### src/rtl/pair_rshift_pkg.sv
package pair_rshift_pkg;

   localparam int PRS_HALF_W  = 32;
   localparam int PRS_INSTR_W = 16;
   localparam int PRS_CNT_W   = 4;
   localparam int PRS_RPT_W   = 8;

   localparam int PRS_STYLE_STAGED = 0;
   localparam int PRS_STYLE_DIRECT = 1;

   typedef struct packed {
      logic n;
      logic z;
      logic c;
   } prs_flags_t;

endpackage

### src/rtl/prs_decode.sv
module prs_decode #(
   parameter int INSTR_W = 16,
   parameter int CNT_W   = 4,
   parameter logic [INSTR_W-CNT_W-1:0] OPC_VAL = 12'h569
) (
   input  logic               valid,
   input  logic [INSTR_W-1:0] word,
   output logic               hit,
   output logic [CNT_W-1:0]   amt_m1
);

   localparam int OPC_W = INSTR_W - CNT_W;

   logic [OPC_W-1:0] opc_field;

   if (OPC_W < 1) begin : g_bad_width
      $error("prs_decode: opcode field would be empty");
   end

   always_comb begin
      opc_field = word[INSTR_W-1:CNT_W];
      amt_m1    = word[CNT_W-1:0];
      hit       = valid && (opc_field == OPC_VAL);
   end

endmodule

### src/rtl/prs_shifter.sv
module prs_shifter #(
   parameter int DATA_W = 64,
   parameter int CNT_W  = 4,
   parameter int STYLE  = 0
) (
   input  logic [DATA_W-1:0] din,
   input  logic [CNT_W-1:0]  amt_m1,
   output logic [DATA_W-1:0] dout,
   output logic              last_out
);

   // The amount is (amt_m1 + 1). Shift by amt_m1 first; bit 0 of that
   // partial result is the last bit to leave, then one fixed step follows.
   logic [DATA_W-1:0] partial;

   if ((1 << CNT_W) > DATA_W) begin : g_bad_range
      $error("prs_shifter: shift range exceeds data width");
   end

   if (STYLE == 0) begin : g_staged
      logic [DATA_W-1:0] stage [0:CNT_W];
      assign stage[0] = din;
      for (genvar k = 0; k < CNT_W; k++) begin : g_stage
         assign stage[k+1] = amt_m1[k] ? (stage[k] >> (1 << k)) : stage[k];
      end
      assign partial = stage[CNT_W];
   end else if (STYLE == 1) begin : g_direct
      assign partial = din >> amt_m1;
   end else begin : g_bad_style
      $error("prs_shifter: STYLE must be 0 or 1");
      assign partial = '0;
   end

   always_comb begin
      last_out = partial[0];
      dout     = {1'b0, partial[DATA_W-1:1]};
   end

endmodule

### src/rtl/prs_flags.sv
module prs_flags
   import pair_rshift_pkg::*;
#(
   parameter int DATA_W = 64
) (
   input  logic [DATA_W-1:0] result,
   input  logic              last_out,
   output prs_flags_t        flags
);

   always_comb begin
      flags.n = result[DATA_W-1];
      flags.z = (result == '0);
      flags.c = last_out;
   end

endmodule

### src/rtl/pair_rshift_unit.sv
module pair_rshift_unit
   import pair_rshift_pkg::*;
#(
   parameter int HALF_W  = PRS_HALF_W,
   parameter int INSTR_W = PRS_INSTR_W,
   parameter int CNT_W   = PRS_CNT_W,
   parameter int RPT_W   = PRS_RPT_W,
   parameter int STYLE   = PRS_STYLE_STAGED,
   parameter logic [INSTR_W-CNT_W-1:0] OPC_VAL = 12'h569
) (
   input  logic               clk,
   input  logic               rst,
   input  logic               instr_valid,
   input  logic [INSTR_W-1:0] instr_word,
   input  logic [HALF_W-1:0]  acc_in,
   input  logic [HALF_W-1:0]  prod_in,
   input  logic               n_in,
   input  logic               z_in,
   input  logic               c_in,
   input  logic [RPT_W-1:0]   rpt_in,
   output logic [HALF_W-1:0]  acc_out,
   output logic [HALF_W-1:0]  prod_out,
   output logic               n_out,
   output logic               z_out,
   output logic               c_out,
   output logic [RPT_W-1:0]   rpt_out,
   output logic               hit_out
);

   localparam int PAIR_W = 2 * HALF_W;

   if (HALF_W < 1 || RPT_W < 1) begin : g_bad_w
      $error("pair_rshift_unit: widths must be positive");
   end
   if ((1 << CNT_W) > PAIR_W) begin : g_bad_cnt
      $error("pair_rshift_unit: shift field too wide for operand");
   end

   logic              dec_hit;
   logic [CNT_W-1:0]  dec_amt;
   logic [PAIR_W-1:0] pair_in;
   logic [PAIR_W-1:0] sh_res;
   logic              sh_last;
   prs_flags_t        new_flags;

   assign pair_in = {acc_in, prod_in};

   prs_decode #(
      .INSTR_W (INSTR_W),
      .CNT_W   (CNT_W),
      .OPC_VAL (OPC_VAL)
   ) u_decode (
      .valid  (instr_valid),
      .word   (instr_word),
      .hit    (dec_hit),
      .amt_m1 (dec_amt)
   );

   prs_shifter #(
      .DATA_W (PAIR_W),
      .CNT_W  (CNT_W),
      .STYLE  (STYLE)
   ) u_shift (
      .din      (pair_in),
      .amt_m1   (dec_amt),
      .dout     (sh_res),
      .last_out (sh_last)
   );

   prs_flags #(
      .DATA_W (PAIR_W)
   ) u_flags (
      .result   (sh_res),
      .last_out (sh_last),
      .flags    (new_flags)
   );

   always_ff @(posedge clk) begin
      if (rst) begin
         acc_out  <= '0;
         prod_out <= '0;
         n_out    <= 1'b0;
         z_out    <= 1'b0;
         c_out    <= 1'b0;
         rpt_out  <= '0;
         hit_out  <= 1'b0;
      end else if (dec_hit) begin
         acc_out  <= sh_res[PAIR_W-1:HALF_W];
         prod_out <= sh_res[HALF_W-1:0];
         n_out    <= new_flags.n;
         z_out    <= new_flags.z;
         c_out    <= new_flags.c;
         rpt_out  <= '0;
         hit_out  <= 1'b1;
      end else begin
         acc_out  <= acc_in;
         prod_out <= prod_in;
         n_out    <= n_in;
         z_out    <= z_in;
         c_out    <= c_in;
         rpt_out  <= rpt_in;
         hit_out  <= 1'b0;
      end
   end

   AST_HIT_NEEDS_VALID: assert property (@(posedge clk) disable iff (rst)
      hit_out |-> $past(instr_valid));

   AST_SHIFT_BY_ONE: assert property (@(posedge clk) disable iff (rst)
      (dec_hit && dec_amt == '0) |=>
         ({acc_out, prod_out} == ($past(pair_in) >> 1)));

   AST_TOP_BIT_ZERO: assert property (@(posedge clk) disable iff (rst)
      dec_hit |=> !n_out && !acc_out[HALF_W-1]);

   AST_ZERO_FLAG: assert property (@(posedge clk) disable iff (rst)
      dec_hit |=> (z_out == (acc_out == '0 && prod_out == '0)));

   AST_REPEAT_CLEARED: assert property (@(posedge clk) disable iff (rst)
      dec_hit |=> (rpt_out == '0));

   AST_PASS_THROUGH: assert property (@(posedge clk) disable iff (rst)
      !dec_hit |=> (acc_out == $past(acc_in) && prod_out == $past(prod_in)
                    && rpt_out == $past(rpt_in) && !hit_out
                    && n_out == $past(n_in) && z_out == $past(z_in)
                    && c_out == $past(c_in)));

   AST_RESET_CLEAR: assert property (@(posedge clk)
      rst |=> (acc_out == '0 && prod_out == '0 && rpt_out == '0
               && !n_out && !z_out && !c_out && !hit_out));

endmodule

### config.mk
export PLATFORM = sky130hd
export DESIGN_NAME = pair_rshift_unit
export DESIGN_NICKNAME = d
export VERILOG_FILES = /design/src/rtl/pair_rshift_pkg.sv /design/src/rtl/prs_decode.sv /design/src/rtl/prs_shifter.sv /design/src/rtl/prs_flags.sv /design/src/rtl/pair_rshift_unit.sv
export SDC_FILE = /design/constraint.sdc
export NUM_CORES = 1
export LEC_CHECK = 0
export BUFFER_PORTS_ARGS = -buffer_cell sky130_fd_sc_hd__buf_2
export CAP_MARGIN = 0
export CORE_MARGIN = 2
export CORE_UTILIZATION = 35
export CTS_BUF_LIST = sky130_fd_sc_hd__clkbuf_4
export DETAILED_ROUTE_END_ITERATION = 7
export SLEW_MARGIN = 15
export SYNTH_ARGS = -nofsm -noshare
export SYNTH_HDL_FRONTEND = slang
export SYNTH_HIERARCHICAL = 1
export SYNTH_SLANG_ARGS = --single-unit
### constraint.sdc
create_clock -name clk -period 3.2 [get_ports clk]
set_input_delay 0.32 -clock clk [delete_from_list [all_inputs] [get_ports clk]]
set_output_delay 0.32 -clock clk [all_outputs]
set_load 0.005 [all_outputs]
==> metrics.txt <==
TritonCTS clock tree done; final-layout fill cell count around 1700; Layout area overhead 18.79%; pin count of the biggest net entering global routing 70; fraction of registers with async set/reset 0%; Mapped Nets between 700 and 800; post-CTS setup buffers 0; relative slew slack approximately 30%; number of global-route vias before repair roughly 5300; vias between 5000 and 6000; Top FF cell, synth dfxtp_1; Seq/Total Area, Yosys between 20% and 30%; I/O pin count 170; pwr/cell area about 350 nW/µm²; drt wl/cell between 15 and 20 µm; global-route wire length before repair around 30000 µm; via-per-instance ratio between 5 and 6; Synth area leaders mux2i_1 (30%), dfxtp_1 (26%), a22oi_1 (8.0%), nor2_1 (5.9%), mux4_2 (3.9%); startpoint types primary input; Slew @ Worst Pin 1050 ps; worst hold path class in2reg; CP Capture Type register; period utilization about 80%; Post-synth top cells mux2i_1 (174), nor2_1 (91), dfxtp_1 (76), a22oi_1 (62), nand2_1 (57); initial antenna violation count 1; synthesized cell area between 5000 and 6000 µm²; status finished, final reports clean; H-Tree Depth 3; drt total wl ~19000 µm; syn_area_per_cell between 8 and 9 µm²; layout cells sized above 1 between 20% and 30%; Critical Path Fanout Max 23; Sum Neg Setup Slack 0 ps; # port buffers ~170; CP Data Required Time approximately 3600 ps; # hold bufs at CTS 0; drt first pass iters 5; Final Critical Period around 2600 ps; Die X roughly 130 µm; grt total ovfl 0; Final Setup Violations 0; FF+latch count, synth 76; Cell Rows 47; GRT Resource Usage Total 21.22%; P_leak a little over 0.003 µW; DR DRC count 0; Power, Total approximately 2400 µW; fmax 0.3901 GHz; Core Footprint 16410 µm²; Max-cap violations 0; die height approximately 130 µm; crit path DAT 2980 ps; VDD IR-drop max approximately 170 µV; Warnings, synthesis 6; CTS sink cnt between 70 and 80; Worst-path clk slew 120 ps; largest area contributor in the netlist mux2i_1; post-synthesis cell count about 660; most frequent cell after synthesis mux2i_1; Initial DRC Count around 530; die area about 18000 µm²; CTS Buf Count 9; Initial Utilization approximately 36%; # nets final 896; count of cell types in the netlist 43; Antenna Nets Post-Route 0; Post-synth EDFFs 0; Final Hold Fails 0; CTS Root Cell clkbuf_4; post-cts sizing count 0; critical setup path kind in2reg; Final Max Slew Viols 0; clk buf depth 2; RSZ-0062 raised after global routing no; top-area cell type share of the netlist area 29.90%; Final HPWL DP around 15000 µm; GP Congestion 0.9699
-- worst paths after layout --
check                 depth (start not counted)         end  slack (ps)          start
worst min-delay path                          2  rpt_out[2]          40      rpt_in[2]
worst max-delay path                         11       z_out         640  instr_word[0]
-- sequential cells by signal, indices dropped and copies added (netlist names) --
name and flops:
acc_out 32, c_out 1, hit_out 1, n_out 1, prod_out 32, rpt_out 8, z_out 1
-- per-stage QoR --
stage	utilization, %	hold WS [ps]	instances	area [µm²]	setup WS [ps]
after floorplan	-	441.7	657	5826	759.9
after CTS	42.16	8.949	1026	6918	711.5
after detailed placement	41.38	525.0	1011	6789	198.7
final	42.18	37.33	1027	6920	636.6
after global routing	42.18	13.05	1027	6920	459.4
after global placement	41.38	525.0	1011	6789	174.8
-- routing by layer --
layer	part of all wire, %	global-route usage, %	wire, µm	vias to the layer above
met3	7.8	3.870	1469	18
met2	46	33.30	8689	283
met4	1.3	6.272	247	0
met5	0	0	0	-
li1	-	-	-	2703
met1	45	29.70	8544	2663
-- worst max-delay path, stage by stage --
cell	delay (ps)
buf_4	320
buf_12	240
mux2i_1	420
nor2b_1	90
a211oi_1	390
mux2i_1	190
nor4_1	310
nand4_1	220
nor4_2	250
mux2i_1	100
nor2_1	90
-- logic make-up after synthesis --
logic type | count (synthesis) | synth area share, %
and+or+nand+nor | 213 | 16.92
muxes | 198 | 37.24
AOI/OAI and AO/OA | 108 | 12.74
DFF | 76 | 26.12
buffers and inverters | 61 | 6.916
other | 1 | 0.06437
-- cell usage in the layout, fill, tap and decap left out, types with 3 or more instances in the layout --
| master | instances |
|---|---|
| nand2_1 | 57 |
| mux2i_2 | 3 |
| a21oi_1 | 18 |
| nand2b_1 | 6 |
| nor3_1 | 7 |
| and2_1 | 11 |
| nor2_1 | 91 |
| a32oi_1 | 3 |
| nor2b_1 | 9 |
| clkbuf_4 | 10 |
| buf_2 | 168 |
| nor4_1 | 15 |
| mux2i_1 | 174 |
| buf_12 | 4 |
| a22oi_1 | 62 |
| mux4_2 | 10 |
| o21ai_0 | 4 |
| mux2_2 | 8 |
| o22ai_1 | 17 |
| buf_4 | 20 |
| dfxtp_1 | 76 |
| nand4_1 | 4 |
-- power by group --
| group | internal [µW] | switching [µW] | leakage (µW) |
|---|---|---|---|
| clock network | 238 | 344 | 0.0000659 |
| registers | 996 | 10.8 | 0.000633 |
| logic | 328 | 484 | 0.00241 |
-- cell type report --
type                    instances  area, µm²  area share, %
inverters                       3      11.26         0.1627
repair buffers                192       1071          15.48
well taps                     220      275.3          3.978
clock buffers                  10      75.07          1.085
clock inverters                 5      53.80         0.7774
diodes                          1      2.502        0.03616
flip-flops and latches         76       1521          21.99
multi-input cells             520       3910          56.50
No activity file was read; power rests on OpenSTA's default activity.
